===== src/rtl/hsu_pkg.sv =====
package hsu_pkg;

    localparam int MASK_W    = 32;
    localparam int HIST_D    = 3;
    localparam int NCLS      = 5;
    localparam int AMT_W     = 2;
    localparam int TOT_W     = 4;
    localparam int SEL_W     = $clog2(NCLS);
    localparam int GPR_N     = 16;
    localparam int JUMP_BIT  = 16;
    localparam int MEMW_BIT  = 20;
    localparam int MULHI_BIT = 23;

    typedef logic [MASK_W-1:0] mask_t;
    typedef logic [HIST_D-1:0][MASK_W-1:0] hist_t;
    typedef logic [NCLS-1:0][AMT_W-1:0] amt_vec_t;

    typedef enum logic [SEL_W-1:0] {
        CLS_LOADUSE = 3'd0,
        CLS_MEMRAW  = 3'd1,
        CLS_JSRC    = 3'd2,
        CLS_MULSRC  = 3'd3,
        CLS_JTGT    = 3'd4
    } cls_e;

    typedef enum logic [1:0] {
        IMM_NONE = 2'd0,
        IMM_16   = 2'd1,
        IMM_32   = 2'd2
    } imm_e;

    typedef struct packed {
        logic       src_v;
        logic [4:0] src;
        logic       dst_v;
        logic [4:0] dst;
        logic       mld_v;
        logic [3:0] mld_last;
        logic       mrd;
        logic       mwr;
        logic       jmp;
        logic       jr_v;
        logic [4:0] jr;
        logic       mul;
        imm_e       imm;
        logic [3:0] pc41;
    } insn_t;

    function automatic mask_t one_bit(input logic [4:0] idx);
        mask_t m;
        m = '0;
        m[idx] = 1'b1;
        return m;
    endfunction

    function automatic mask_t low_run(input logic [3:0] last);
        mask_t m;
        m = '0;
        for (int i = 0; i < GPR_N; i++)
            if (i <= int'(last)) m[i] = 1'b1;
        return m;
    endfunction

endpackage


===== src/rtl/hsu_history.sv =====
module hsu_history
    import hsu_pkg::*;
#(
    parameter int W = MASK_W
) (
    input  logic                   clk,
    input  logic                   rst,
    input  logic                   upd,
    input  logic [TOT_W-1:0]       shift,
    input  logic [W-1:0]           new_entry,
    output logic [HIST_D-1:0][W-1:0] slots
);

    logic [HIST_D-1:0][W-1:0] nxt;

    always_comb begin
        nxt[0] = new_entry;
        for (int i = 1; i < HIST_D; i++) begin
            nxt[i] = '0;
            for (int j = 0; j < HIST_D; j++)
                if (j + int'(shift) + 1 == i) nxt[i] = slots[j];
        end
    end

    always_ff @(posedge clk) begin
        if (rst)      slots <= '0;
        else if (upd) slots <= nxt;
    end

    a_r3_aged_slot_cleared: assert property (@(posedge clk) disable iff (rst)
        (upd && shift != '0) |=> (slots[1] == '0));

    a_r11_hold_when_idle: assert property (@(posedge clk) disable iff (rst)
        !upd |=> $stable(slots));

endmodule


===== src/rtl/hsu_detect.sv =====
module hsu_detect
    import hsu_pkg::*;
(
    input  insn_t             ins,
    input  hist_t             mod_h,
    input  hist_t             mld_h,
    output amt_vec_t          amt,
    output logic [TOT_W-1:0]  total,
    output mask_t             mod_new,
    output mask_t             mld_new
);

    mask_t src_m, dst_m, jr_m, run_m;
    logic  dst_zero;

    always_comb begin
        src_m    = ins.src_v ? one_bit(ins.src) : '0;
        dst_m    = ins.dst_v ? one_bit(ins.dst) : '0;
        jr_m     = ins.jr_v  ? one_bit(ins.jr)  : '0;
        run_m    = ins.mld_v ? low_run(ins.mld_last) : '0;
        dst_zero = (ins.dst == 5'(JUMP_BIT)) || (ins.dst == 5'(MEMW_BIT));
    end

    // per-class stall amounts, all read from the history at instruction start
    always_comb begin
        amt = '0;
        if ((mld_h[0] & src_m) != '0)      amt[CLS_LOADUSE] = 2'd3;
        else if ((mld_h[1] & src_m) != '0) amt[CLS_LOADUSE] = 2'd2;
        else if ((mld_h[2] & src_m) != '0) amt[CLS_LOADUSE] = 2'd1;

        if (ins.mrd && (mod_h[0][MEMW_BIT] || mod_h[1][MEMW_BIT]))
            amt[CLS_MEMRAW] = 2'd2;

        if ((mod_h[0] & jr_m) != '0)      amt[CLS_JSRC] = 2'd2;
        else if ((mod_h[1] & jr_m) != '0) amt[CLS_JSRC] = 2'd1;

        if (ins.mul && ((mod_h[0] & (src_m | dst_m)) != '0))
            amt[CLS_MULSRC] = 2'd1;

        if (mod_h[0][JUMP_BIT] &&
            ((ins.imm == IMM_16 && ins.pc41 == 4'hF) ||
             (ins.imm == IMM_32 && ins.pc41 == 4'hE)))
            amt[CLS_JTGT] = 2'd1;
    end

    always_comb begin
        total = '0;
        for (int c = 0; c < NCLS; c++)
            total = total + TOT_W'(amt[c]);
    end

    always_comb begin
        mod_new = run_m;
        if (ins.dst_v && !dst_zero) mod_new = mod_new | dst_m;
        mod_new[JUMP_BIT]  = ins.jmp;
        mod_new[MEMW_BIT]  = ins.mwr;
        mod_new[MULHI_BIT] = mod_new[MULHI_BIT] | ins.mul;
        mld_new = run_m;
    end

endmodule


===== src/rtl/hsu_counters.sv =====
module hsu_counters
    import hsu_pkg::*;
#(
    parameter int CNT_W = 32
) (
    input  logic             clk,
    input  logic             rst,
    input  logic             en,
    input  amt_vec_t         amt,
    input  logic [SEL_W-1:0] sel,
    output logic [CNT_W-1:0] value
);

    logic [NCLS-1:0][CNT_W-1:0] cnt_q;

    for (genvar c = 0; c < NCLS; c++) begin : g_cls
        logic [CNT_W:0] sum;
        assign sum = {1'b0, cnt_q[c]} + (CNT_W+1)'(amt[c]);

        always_ff @(posedge clk) begin
            if (rst)     cnt_q[c] <= '0;
            else if (en) cnt_q[c] <= sum[CNT_W] ? '1 : sum[CNT_W-1:0];
        end

        a_r10_no_wrap: assert property (@(posedge clk) disable iff (rst)
            en |=> (cnt_q[c] >= $past(cnt_q[c])));
    end

    always_comb begin
        value = '0;
        for (int c = 0; c < NCLS; c++)
            if (sel == SEL_W'(c)) value = cnt_q[c];
    end

endmodule


===== src/rtl/hazard_stall_unit.sv =====
module hazard_stall_unit
    import hsu_pkg::*;
#(
    parameter int CNT_W = 32
) (
    input  logic             clk,
    input  logic             rst,
    input  logic             ins_valid,
    input  logic             src_valid,
    input  logic [4:0]       src_reg,
    input  logic             dst_valid,
    input  logic [4:0]       dst_reg,
    input  logic             mload_valid,
    input  logic [3:0]       mload_last,
    input  logic             mem_read,
    input  logic             mem_write,
    input  logic             jump_taken,
    input  logic             jreg_valid,
    input  logic [4:0]       jreg,
    input  logic             is_mul,
    input  logic [1:0]       imm_kind,
    input  logic [3:0]       pc_low,
    input  logic [2:0]       cnt_sel,
    output logic             stall_valid,
    output logic [3:0]       stall_total,
    output logic [CNT_W-1:0] cnt_value
);

    insn_t            ins;
    hist_t            mod_h, mld_h;
    amt_vec_t         amt;
    logic [TOT_W-1:0] total_c;
    mask_t            mod_new, mld_new;

    always_comb begin
        ins.src_v    = src_valid;
        ins.src      = src_reg;
        ins.dst_v    = dst_valid;
        ins.dst      = dst_reg;
        ins.mld_v    = mload_valid;
        ins.mld_last = mload_last;
        ins.mrd      = mem_read;
        ins.mwr      = mem_write;
        ins.jmp      = jump_taken;
        ins.jr_v     = jreg_valid;
        ins.jr       = jreg;
        ins.mul      = is_mul;
        ins.imm      = imm_e'(imm_kind);
        ins.pc41     = pc_low;
    end

    hsu_detect u_detect (
        .ins     (ins),
        .mod_h   (mod_h),
        .mld_h   (mld_h),
        .amt     (amt),
        .total   (total_c),
        .mod_new (mod_new),
        .mld_new (mld_new)
    );

    hsu_history #(.W(MASK_W)) u_mod_hist (
        .clk       (clk),
        .rst       (rst),
        .upd       (ins_valid),
        .shift     (total_c),
        .new_entry (mod_new),
        .slots     (mod_h)
    );

    hsu_history #(.W(MASK_W)) u_mld_hist (
        .clk       (clk),
        .rst       (rst),
        .upd       (ins_valid),
        .shift     (total_c),
        .new_entry (mld_new),
        .slots     (mld_h)
    );

    hsu_counters #(.CNT_W(CNT_W)) u_cnt (
        .clk   (clk),
        .rst   (rst),
        .en    (ins_valid),
        .amt   (amt),
        .sel   (cnt_sel),
        .value (cnt_value)
    );

    always_ff @(posedge clk) begin
        if (rst) begin
            stall_valid <= 1'b0;
            stall_total <= '0;
        end else begin
            stall_valid <= ins_valid;
            stall_total <= ins_valid ? total_c : '0;
        end
    end

    a_r11_idle_no_report: assert property (@(posedge clk) disable iff (rst)
        !ins_valid |=> !stall_valid);

    a_r12_total_bounded: assert property (@(posedge clk) disable iff (rst)
        stall_valid |-> (stall_total <= 4'd9));

    a_r6_mul_marks_high: assert property (@(posedge clk) disable iff (rst)
        (ins_valid && is_mul) |=> mod_h[0][MULHI_BIT]);

    a_r8_zero_dest_no_jump_mark: assert property (@(posedge clk) disable iff (rst)
        (ins_valid && !jump_taken) |=> !mod_h[0][JUMP_BIT]);

endmodule


===== config.mk =====
export PLATFORM = sky130hd
export DESIGN_NAME = hazard_stall_unit
export DESIGN_NICKNAME = d
export VERILOG_FILES = /design/src/rtl/hsu_pkg.sv /design/src/rtl/hsu_history.sv /design/src/rtl/hsu_detect.sv /design/src/rtl/hsu_counters.sv /design/src/rtl/hazard_stall_unit.sv
export SDC_FILE = /design/constraint.sdc
export NUM_CORES = 1
export LEC_CHECK = 0
export BUFFER_PORTS_ARGS = -buffer_cell sky130_fd_sc_hd__buf_2
export CAP_MARGIN = 20
export CORE_AREA = 8 8 242 244
export DETAILED_ROUTE_END_ITERATION = 8
export DIE_AREA = 0 0 250 252
export GPL_TIMING_DRIVEN = 0
export PLACE_DENSITY = 0.6
export SETUP_SLACK_MARGIN = 0.3
export SLEW_MARGIN = 10
export SYNTH_ARGS = -nofsm -noshare
export SYNTH_HDL_FRONTEND = slang
export SYNTH_SLANG_ARGS = --single-unit
export TNS_END_PERCENT = 5

===== constraint.sdc =====
create_clock -name clk -period 19 [get_ports clk]
set_input_delay 5.7 -clock clk [delete_from_list [all_inputs] [get_ports clk]]
set_output_delay 5.7 -clock clk [all_outputs]
set_load 0.02 [all_outputs]

==> flow_metrics.py <==
metrics = {
    "status": {
        "status": "complete, no violations",
    },
    "floorplan": {
        "die_y_microns": 252,
        "die_w_microns": 250,
        "die-area_sq_um": 63000,
        "row_count": 86,
        "start_util_pct": 34.57,
        "coreArea_sq_um": 54660,
        "io_pins": 76,
    },
    "synth": {
        "syn_avg_cell_area_sq_um": 8.224,
        "syn_area_sq_um": 18900,
        "synthFlopType": "dfxtp_1",
        "yosysWarnings": 0,
        "synth_area_leaders": "dfxtp_1 (36%), a21oi_1 (5.2%), nand2_1 (4.5%)",
        "netlist_instances": 2298,
        "synth_cell_types": 87,
        "ys_ff_latch": 341,
        "seq_area_frac_synth_pct": 36.12,
        "synth.largest_area_cell": "dfxtp_1",
        "synth_top_area_share_pct": 36.12,
        "synth_commonest_cells": "dfxtp_1 (341), nand2_1 (228), a21oi_1 (195)",
        "synth-async-reset-ratio_pct": 0,
        "syn_nets": 2366,
        "yosys.cell_count.top_type": "dfxtp_1",
        "synth_edf_count": 0,
    },
    "clock_network": {
        "cts-htree-levels": 2,
        "tritoncts": "yes",
        "cts_made_buffers": 42,
        "root_buffer": "clkbuf_16",
        "postCtsSetupBuffers": 0,
        "postCtsResizedCells": 0,
        "clk_pin_slew_ps": 60,
        "clock-sinks": 341,
        "hold_buffers": 0,
        "clk_latency_ps": 580,
        "clockBufferDepth": 3,
    },
    "place": {
        "gp_congestion": 0.9749,
        "portBuffers": 63,
        "dp_cells": 3065,
        "dpl.hpwl_microns": 57330,
    },
    "power_and_ir_drop": {
        "p_leak_uw": 0.007160,
        "p_int_uw": 1312,
        "power_density_nw_per_um2": 88.90,
        "max-vdd-ir-drop_mv": 0.06604,
        "switching_power_uw": 599.4,
        "power.total_uw": 1911,
        "swShare_pct": 31.36,
        "comb_power_share_pct": 17.0,
        "pwr-share-clk_pct": 42.6,
        "power_frac_seq_pct": 40.4,
    },
    "timing": {
        "slew_violations": 0,
        "tightest_slew_ps": 1060,
        "fin_skew_ps": 27.47,
        "final_hold_viol_count": 0,
        "rsz0062_at_grt": "no",
        "layout_min_cycle_time_ps": 14120,
        "finalCritPeriodShare_pct": 74.34,
        "finalSetupViolations": 0,
        "slew_headroom_pct": 29.32,
        "fin_tns_setup_ps": 0,
        "max_freq_mhz": 70.80,
    },
    "setup_path": {
        "r2r-end": "u_mod_hist.slots[88]",
        "cp-start-kind": "input pin",
        "path_class": "input pin to primary output",
        "ff2ff_setup_slack_ps": 12170,
        "path_max_fanout": 10,
        "end_kind": "primary output",
        "setup.worst_path.start": "cnt_sel[1]",
        "arrival_ps": 8420,
        "r2r_start": "u_mld_hist.slots[62]",
        "rr_worst_depth": 18,
        "worstPathRequired_ps": 13300,
    },
    "drt": {
        "drc": 0,
        "antenna_left": 0,
        "drtIter0Drc": 2015,
        "drt-vias-per-instance": 6.167,
        "routed_wl_microns": 76970,
        "dr_total_vias": 19388,
        "wire_per_inst_microns": 24.48,
        "firstDrtPassIters": 8,
    },
    "grt": {
        "grt_overflow": 0,
        "grt_pass1_wl_microns": 115500,
        "track_usage_pct": 23.38,
        "grt_max_degree": 13,
        "grt_pass1_vias": 18685,
        "grt_antenna_before_repair": 3,
    },
    "min_path": {
        "min_from": "u_cnt.cnt_q[32]",
        "whs_path_depth": 2,
        "whs_endpoint": "u_cnt.cnt_q[32]",
        "hold_path_class": "flop to flop",
    },
    "finish": {
        "drive_gt1_share_pct": 9.852,
        "syn_to_final_growth_pct": 13.76,
        "nets": 2474,
        "layout.cells.non_filler": 3144,
    },
    "flow_run": {
        "maxCapViolations": 0,
    },
}
## worst max path at each step
stage,depth (start not counted),slack [ps],to
6_report,7,4880,cnt_value[0]
4_1_cts,7,4970,cnt_value[0]
2_1_floorplan,6,5820,cnt_value[0]
3_3_place_gp,7,4980,cnt_value[0]
5_1_grt,7,4720,cnt_value[0]
3_5_place_dp,7,4980,cnt_value[0]
## metrics by stage
step	worst slack [ps]	util (%)	instance area [sq um]	hold WS, ps
detailed placement	4975	36.76	20100	442.6
global placement	4981	36.76	20100	436.6
global route	4720	39.32	21500	494.2
floorplan	5820	-	18900	425.2
CTS	4966	39.29	21480	448.3
finish	4875	39.33	21500	450.7
## worst max-delay path, cell delays in order
cell and delay [ps]:
clkbuf_1 530, buf_1 580, nor2b_1 260, clkbuf_1 410
a22oi_1 190, o22ai_1 470, buf_2 270
## sequential cells by signal, indices dropped and copies added, names as in the netlist
| register | cells |
|---|---|
| u_cnt.cnt_q | 160 |
| u_mod_hist.slots | 96 |
| u_mld_hist.slots | 80 |
| stall_total | 4 |
| stall_valid | 1 |
## layout make-up
cell class              instances  area (sq um)
fillers                      5574         33160
multi-input cells            1706         11050
flip-flops and latches        341          6827
clock buffers                  65          1301
well taps                     704         880.8
plain buffers                 192         799.5
repair buffers                 64         330.3
inverters                      59         221.5
clock inverters                 9         78.83
diodes                          4         10.01
## layer usage
layer	part of all wire (%)	track usage (%)	vias to the layer above	wire length, microns
met1	42	29.98	9439	31960
met3	8.3	3.787	199	6406
met5	0	0	-	0
li1	-	-	8782	-
met4	4.8	11.17	0	3666
met2	45	38.20	968	34940
## power by group through the flow
stage                     Combinational (uW)  Clock [uW]  Sequential, uW
after global placement                   313           0             785
after detailed placement                 316           0             786
after CTS                                317         825             770
final                                    325         814             772
after floorplan                          206           0             771
after global routing                     344         853             773
## placed cells by master, fill, tap and decap left out, drive strengths merged, types with 45 or more instances in the layout
cell type / n
nand3: 115
xnor2: 47
o21ai: 55
a21oi: 197
a221o: 48
o22ai: 51
nand2: 228
inv: 59
clkbuf: 200
nor3: 139
xor2: 52
mux2i: 54
buf: 121
nand4: 63
dfxtp: 341
a22oi: 45
a311oi: 57
nor2: 157
## kinds of logic after synthesis
| kind of cell | synth area share [%] |
|---|---|
| buffers and inverters | 5.402 |
| adder cells (fa/ha/maj) | 2.119 |
| AND/OR/NAND/NOR | 23.70 |
| AO/OA/AOI/OAI | 22.48 |
| multiplexers | 5.422 |
| flip-flops | 36.12 |
| XOR/XNOR | 4.753 |
Note: power is estimated with default switching activity, not from simulation.
